<file path="src/rtl/rtg_pkg.sv">
package rtg_pkg;

    localparam int unsigned NUM_AXES = 2;
    localparam int unsigned AX_H     = 0;
    localparam int unsigned AX_V     = 1;

    typedef enum logic [1:0] {
        CTL_OFF   = 2'd0,
        CTL_RUN   = 2'd1,
        CTL_DRAIN = 2'd2
    } ctl_state_e;

endpackage

</file>
<file path="src/rtl/rtg_axis.sv">
module rtg_axis #(
    parameter int unsigned W = 12
) (
    input  logic         clk,
    input  logic         rst_n,
    input  logic         start,
    input  logic         adv,
    input  logic         reload,
    input  logic [W-1:0] cfg_sync_end,
    input  logic [W-1:0] cfg_disp_start,
    input  logic [W-1:0] cfg_disp_end,
    input  logic [W-1:0] cfg_total,
    output logic         last,
    output logic         in_sync,
    output logic         in_disp,
    output logic [W-1:0] pos
);

    typedef struct packed {
        logic [W-1:0] cnt;
        logic [W-1:0] sync_end;
        logic [W-1:0] disp_start;
        logic [W-1:0] disp_end;
        logic [W-1:0] total;
    } axis_st_t;

    axis_st_t st_d, st_q;
    logic [W-1:0] wrap_at;

    // Last count of the period; a zero total degenerates to a period of one.
    assign wrap_at = (st_q.total == '0) ? '0 : st_q.total - W'(1);
    assign last    = (st_q.cnt >= wrap_at);

    always_comb begin
        st_d = st_q;
        if (start || reload) begin
            st_d.sync_end   = cfg_sync_end;
            st_d.disp_start = cfg_disp_start;
            st_d.disp_end   = cfg_disp_end;
            st_d.total      = cfg_total;
        end
        if (start) begin
            st_d.cnt = '0;
        end else if (adv) begin
            st_d.cnt = last ? '0 : st_q.cnt + W'(1);
        end
    end

    always_ff @(posedge clk or negedge rst_n) begin
        if (!rst_n) begin
            st_q <= '0;
        end else begin
            st_q <= st_d;
        end
    end

    assign in_sync = (st_q.cnt < st_q.sync_end);
    assign in_disp = (st_q.cnt >= st_q.disp_start) && (st_q.cnt < st_q.disp_end);
    assign pos     = in_disp ? (st_q.cnt - st_q.disp_start) : '0;

endmodule

</file>
<file path="src/rtl/rtg_ctrl.sv">
module rtg_ctrl
    import rtg_pkg::*;
(
    input  logic clk,
    input  logic rst_n,
    input  logic en_req,
    input  logic dis_req,
    input  logic at_wrap,
    input  logic eof_irq_en,
    input  logic eof_clr,
    output logic running,
    output logic start,
    output logic frame_end,
    output logic sts_disabled,
    output logic sts_eof,
    output logic irq
);

    typedef struct packed {
        ctl_state_e st;
        logic       stopped;
        logic       eof;
    } ctl_st_t;

    ctl_st_t c_d, c_q;

    assign running   = (c_q.st != CTL_OFF);
    assign start     = (c_q.st == CTL_OFF) && en_req;
    assign frame_end = running && at_wrap;

    always_comb begin
        c_d = c_q;
        if (eof_clr) begin
            c_d.eof = 1'b0;
        end
        if (frame_end) begin
            c_d.eof = 1'b1;
        end
        case (c_q.st)
            CTL_OFF: begin
                if (en_req) begin
                    c_d.st      = CTL_RUN;
                    c_d.stopped = 1'b0;
                    c_d.eof     = 1'b0;
                end
            end
            CTL_RUN: begin
                if (dis_req) begin
                    if (frame_end) begin
                        c_d.st      = CTL_OFF;
                        c_d.stopped = 1'b1;
                    end else begin
                        c_d.st = CTL_DRAIN;
                    end
                end
            end
            CTL_DRAIN: begin
                if (en_req) begin
                    c_d.st = CTL_RUN;
                end else if (frame_end) begin
                    c_d.st      = CTL_OFF;
                    c_d.stopped = 1'b1;
                end
            end
            default: begin
                c_d.st = CTL_OFF;
            end
        endcase
    end

    always_ff @(posedge clk or negedge rst_n) begin
        if (!rst_n) begin
            c_q.st      <= CTL_OFF;
            c_q.stopped <= 1'b1;
            c_q.eof     <= 1'b0;
        end else begin
            c_q <= c_d;
        end
    end

    assign sts_disabled = c_q.stopped;
    assign sts_eof      = c_q.eof;
    assign irq          = c_q.eof && eof_irq_en;

endmodule

</file>
<file path="src/rtl/rtg_out.sv">
module rtg_out #(
    parameter int unsigned W = 12
) (
    input  logic         running,
    input  logic         h_sync,
    input  logic         v_sync,
    input  logic         h_disp,
    input  logic         v_disp,
    input  logic [W-1:0] h_pos,
    input  logic [W-1:0] v_pos,
    input  logic         hs_pol_low,
    input  logic         vs_pol_low,
    input  logic         de_pol_low,
    output logic         hsync,
    output logic         vsync,
    output logic         de,
    output logic [W-1:0] px_x,
    output logic [W-1:0] px_y
);

    logic active;

    assign active = running && h_disp && v_disp;
    assign hsync  = (running && h_sync) ^ hs_pol_low;
    assign vsync  = (running && v_sync) ^ vs_pol_low;
    assign de     = active ^ de_pol_low;
    assign px_x   = active ? h_pos : '0;
    assign px_y   = active ? v_pos : '0;

endmodule

</file>
<file path="src/rtl/raster_timing_gen.sv">
module raster_timing_gen
    import rtg_pkg::*;
#(
    parameter int unsigned CNT_W = 12
) (
    input  logic             clk,
    input  logic             rst_n,
    input  logic             en_req,
    input  logic             dis_req,
    input  logic [CNT_W-1:0] h_sync_end,
    input  logic [CNT_W-1:0] h_disp_start,
    input  logic [CNT_W-1:0] h_disp_end,
    input  logic [CNT_W-1:0] h_total,
    input  logic [CNT_W-1:0] v_sync_end,
    input  logic [CNT_W-1:0] v_disp_start,
    input  logic [CNT_W-1:0] v_disp_end,
    input  logic [CNT_W-1:0] v_total,
    input  logic             hs_pol_low,
    input  logic             vs_pol_low,
    input  logic             de_pol_low,
    input  logic             eof_irq_en,
    input  logic             eof_clr,
    output logic             hsync,
    output logic             vsync,
    output logic             de,
    output logic [CNT_W-1:0] px_x,
    output logic [CNT_W-1:0] px_y,
    output logic             eof_pulse,
    output logic             sts_disabled,
    output logic             sts_eof,
    output logic             irq
);

    logic                running;
    logic                start;
    logic                frame_end;
    logic [NUM_AXES-1:0] adv;
    logic [NUM_AXES-1:0] last;
    logic [NUM_AXES-1:0] in_sync;
    logic [NUM_AXES-1:0] in_disp;
    logic [CNT_W-1:0]    pos        [NUM_AXES];
    logic [CNT_W-1:0]    cfg_se     [NUM_AXES];
    logic [CNT_W-1:0]    cfg_ds     [NUM_AXES];
    logic [CNT_W-1:0]    cfg_de     [NUM_AXES];
    logic [CNT_W-1:0]    cfg_tot    [NUM_AXES];

    assign cfg_se[AX_H]  = h_sync_end;
    assign cfg_ds[AX_H]  = h_disp_start;
    assign cfg_de[AX_H]  = h_disp_end;
    assign cfg_tot[AX_H] = h_total;
    assign cfg_se[AX_V]  = v_sync_end;
    assign cfg_ds[AX_V]  = v_disp_start;
    assign cfg_de[AX_V]  = v_disp_end;
    assign cfg_tot[AX_V] = v_total;

    // Pixels step every running cycle; lines step when a line wraps.
    assign adv[AX_H] = running;
    assign adv[AX_V] = running && last[AX_H];

    rtg_ctrl i_ctrl (
        .clk          (clk),
        .rst_n        (rst_n),
        .en_req       (en_req),
        .dis_req      (dis_req),
        .at_wrap      (last[AX_H] && last[AX_V]),
        .eof_irq_en   (eof_irq_en),
        .eof_clr      (eof_clr),
        .running      (running),
        .start        (start),
        .frame_end    (frame_end),
        .sts_disabled (sts_disabled),
        .sts_eof      (sts_eof),
        .irq          (irq)
    );

    for (genvar a = 0; a < NUM_AXES; a++) begin : g_axis
        rtg_axis #(.W(CNT_W)) i_axis (
            .clk            (clk),
            .rst_n          (rst_n),
            .start          (start),
            .adv            (adv[a]),
            .reload         (frame_end),
            .cfg_sync_end   (cfg_se[a]),
            .cfg_disp_start (cfg_ds[a]),
            .cfg_disp_end   (cfg_de[a]),
            .cfg_total      (cfg_tot[a]),
            .last           (last[a]),
            .in_sync        (in_sync[a]),
            .in_disp        (in_disp[a]),
            .pos            (pos[a])
        );
    end

    rtg_out #(.W(CNT_W)) i_out (
        .running    (running),
        .h_sync     (in_sync[AX_H]),
        .v_sync     (in_sync[AX_V]),
        .h_disp     (in_disp[AX_H]),
        .v_disp     (in_disp[AX_V]),
        .h_pos      (pos[AX_H]),
        .v_pos      (pos[AX_V]),
        .hs_pol_low (hs_pol_low),
        .vs_pol_low (vs_pol_low),
        .de_pol_low (de_pol_low),
        .hsync      (hsync),
        .vsync      (vsync),
        .de         (de),
        .px_x       (px_x),
        .px_y       (px_y)
    );

    assign eof_pulse = frame_end;

endmodule

</file>
<file path="config.mk">
export PLATFORM = sky130hd
export DESIGN_NAME = raster_timing_gen
export DESIGN_NICKNAME = d
export VERILOG_FILES = /design/src/rtl/rtg_pkg.sv /design/src/rtl/rtg_axis.sv /design/src/rtl/rtg_ctrl.sv /design/src/rtl/rtg_out.sv /design/src/rtl/raster_timing_gen.sv
export SDC_FILE = /design/constraint.sdc
export NUM_CORES = 1
export LEC_CHECK = 0
export BUFFER_PORTS_ARGS = -buffer_cell sky130_fd_sc_hd__buf_4
export CORE_ASPECT_RATIO = 1.5
export CORE_UTILIZATION = 64
export CTS_BUF_LIST = sky130_fd_sc_hd__clkbuf_2 sky130_fd_sc_hd__clkbuf_4 sky130_fd_sc_hd__clkbuf_8
export DETAILED_ROUTE_END_ITERATION = 10
export PLACE_DENSITY = 0.89
export SLEW_MARGIN = 10
export SYNTH_ARGS = -nofsm -noshare
export SYNTH_HDL_FRONTEND = slang
export SYNTH_SLANG_ARGS = --single-unit
</file>
<file path="constraint.sdc">
create_clock -name clk -period 5.95 [get_ports clk]
set_input_delay 0.2975 -clock clk [delete_from_list [all_inputs] [get_ports clk]]
set_output_delay 0.2975 -clock clk [all_outputs]
set_load 0.02 [all_outputs]
</file>
==> qor.csv <==
metric,value,unit
ys_ff_latch,124,
synth-edff-count,0,
clock_latency,450,ps
die-area,0.0140,sq mm
grt_pass1_vias,7193,
diodes,0,
dp_hpwl,15.2,mm
critical_path_class,reg -> out,
syn_avg_cell_area,9.84,sq um
avgViaCountPerCell,6.00,
numClockSinks,124,
synth_area,0.00864,sq mm
synth.distinct_cells,60,
cp-end-kind,primary output,
initial_utilization,66.0,%
row_count,51,
slowest_delay,570,ps
hold_path.class,in -> reg,
vias,7109,
core-area,0.0131,sq mm
placedCellCount,1152,
fin_nets,1222,
routedWlPerCell,17.3,um
grt_pass1_wl,33.5,mm
fin_skew,9.10,ps
drv_slew,0,
grt_max_degree,97,
fin_tns_setup,0,ps
cts_root_buffer,clkbuf_8,
path_max_fanout,12,
ios,136,
max_freq,230,MHz
gp_congestion,0.883,
preCtsSetupSlack,1850,ps
finalCriticalPeriod,4350,ps
ant_nets,0,
async_flop_share,100,%
netlist_instances,878,
port_buffers,135,
maxSlewHeadroom,39.4,%
overflow,0,
tritoncts,yes,
numCtsBuffers,17,
drive_above_1_share,27.4,%
post-cts-setup-buffers,0,
antenna_found_initial,0,
cts.clk_slew.worst_paths,80,ps
cts_htree_levels,4,
fp.dieH,144,um
min_period_over_period,73.0,%
hold_viol,0,
yosysSeqAreaShare,35.9,%
track_usage,30.7,%
setup_viol,0,
fin_ws,1600,ps
yosysWarnings,0,
status,completed,
clockBufferDepth,2,
worstSetupStartpointType,flip-flop,
cpMaxStageDelayCell,or4_1,
worst_pin_slew,909,ps
peakVddDrop,0.255,mV
p_per_area,454,mW/mm^2
critPathBufInv,1,
critPathTopFamily,simple AND/OR/NAND/NOR gates,
cap_violations,0,
fin_cells,1185,
worst_ep_arrival_time,4050,ps
synth_nets,1087,
drc,0,
die_w,96.9,um
wirelength,20.6,mm
first_pass_iters,5,
worstPathCellList,or4_1 -> nor3_1 -> nand4b_1 -> and2_1 -> ha_1 -> nand2b_1 -> a31oi_1 -> o21ai_0 -> a21o_1 -> and3_1 -> buf_4,
syn_to_final_growth,18.4,%
first_iter_violations,317,
worst-endpoint-required,5650,ps
rsz0062_at_grt,false,
power.leakage,0.00527,uW
synthFlopType,dfrtp_1,
-- stage by stage --
| step | total power (uW) | area (sq um) | utilization (%) | hold WS, ps |
|---|---|---|---|---|
| after floorplan | 3200 | 8640 | - | 1.91 |
| after global placement | 3670 | 9780 | 74.7 | 414 |
| after detailed placement | 3790 | 9780 | 74.7 | 427 |
| after CTS | 4630 | 10200 | 78.1 | 69.6 |
| after global routing | 5010 | 10200 | 78.1 | 56.5 |
| final | 4640 | 10200 | 78.1 | 76.0 |
-- flip-flops by register name (all words and copies together) (netlist names) --
signal,cells
g_axis.i_axis.st_q,120
i_ctrl.c_q,2
i_ctrl.sts_disabled,1
i_ctrl.sts_eof,1
-- power breakdown --
group          internal [uW]  switching, uW  leakage [uW]
logic                   1090           1200       0.00354
clock network            476            341      0.000227
registers               1220            317       0.00150
total                   2780           1860       0.00527
-- final timing paths --
| kind | startpoint | endpoint | cells after the start | slack (ps) |
|---|---|---|---|---|
| setup / recovery | g_axis[0].i_axis.st_q[7] | eof_pulse | 11 | 1600 |
| hold / removal | v_sync_end[5] | g_axis[1].i_axis.st_q[41] | 2 | 80 |
| setup reg to reg | g_axis[0].i_axis.st_q[7] | g_axis[0].i_axis.st_q[16] | 12 | 1700 |
| hold reg to reg | g_axis[0].i_axis.st_q[29] | g_axis[0].i_axis.st_q[29] | 1 | 510 |
| max in group asynchronous | rst_n | g_axis[1].i_axis.st_q[18] | 3 | 4190 |
| min in group asynchronous | rst_n | g_axis[0].i_axis.st_q[27] | 2 | 460 |
-- routing by layer --
metal  track usage [%]  up-vias  wire length [um]
met5                 0        -                 0
met4              17.8        0              1060
met3              5.22       71               867
met2              57.2      239             11000
met1              32.5     3393              7580
li1                  -     3406                 -
-- layout by cell type, fill, tap and decap left out, types with 5 or more instances in the layout --
master,count
nor2b_1,8
xor2_1,18
xnor2_1,18
nand2b_1,23
buf_4,138
nand3_1,14
ha_1,102
nand4_1,15
nand3b_1,5
nor2_1,42
nand2_1,56
nor3_1,22
a22o_1,5
a31oi_1,15
dfrtp_1,123
a21oi_1,51
nor4_1,8
or2_2,5
clkbuf_8,21
a2111oi_0,8
o21a_1,5
a21o_1,25
and2_1,5
and3_1,14
inv_1,89
mux2_2,97
o21ai_0,26
-- area by class of cell --
cell class	count	area [sq um]
clock buffer	25	319
tap	159	199
inverter	89	334
timing repair buffer	140	1070
fill	853	2860
multi-input combinational	641	5090
clock inverter	7	110
sequential	124	3100
-- cells by family after synthesis --
logic type	share of synthesized area (%)
XOR/XNOR	3.65
buffers and inverters	5.45
flip-flops	35.9
AO/OA/AOI/OAI	12.6
adder cells (fa/ha/maj)	15.2
multiplexers	13.0
AND/OR/NAND/NOR	14.1
-- synthesized netlist by cell type, types with 18 or more instances --
cell	count	area share, %
dfrtp_1	123	36
ha_1	102	15
mux2_2	97	13
inv_1	89	3.9
nand2_1	56	2.4
a21oi_1	51	3.0
nor2_1	42	1.8
o21ai_0	26	1.5
a21o_1	25	2.2
nand2b_1	23	1.7
nor3_1	22	1.3
xnor2_1	18	1.8
xor2_1	18	1.8
-- worst reg2reg max path: cells and delay by family (launching register included) --
family / cells / cell delay (ps)
and+or+nand+nor: 5 / 1620
AOI/OAI and AO/OA: 4 / 930
muxes: 1 / 530
DFF: 1 / 410
buffers and inverters: 1 / 380
adders and majority gates: 1 / 270
-- what timing repair did --
action                    CTS  global route
gates resized for setup     0             0
hold endpoints to repair   60             0
hold buffers                1             0
No activity file was read; power rests on OpenSTA's default activity.
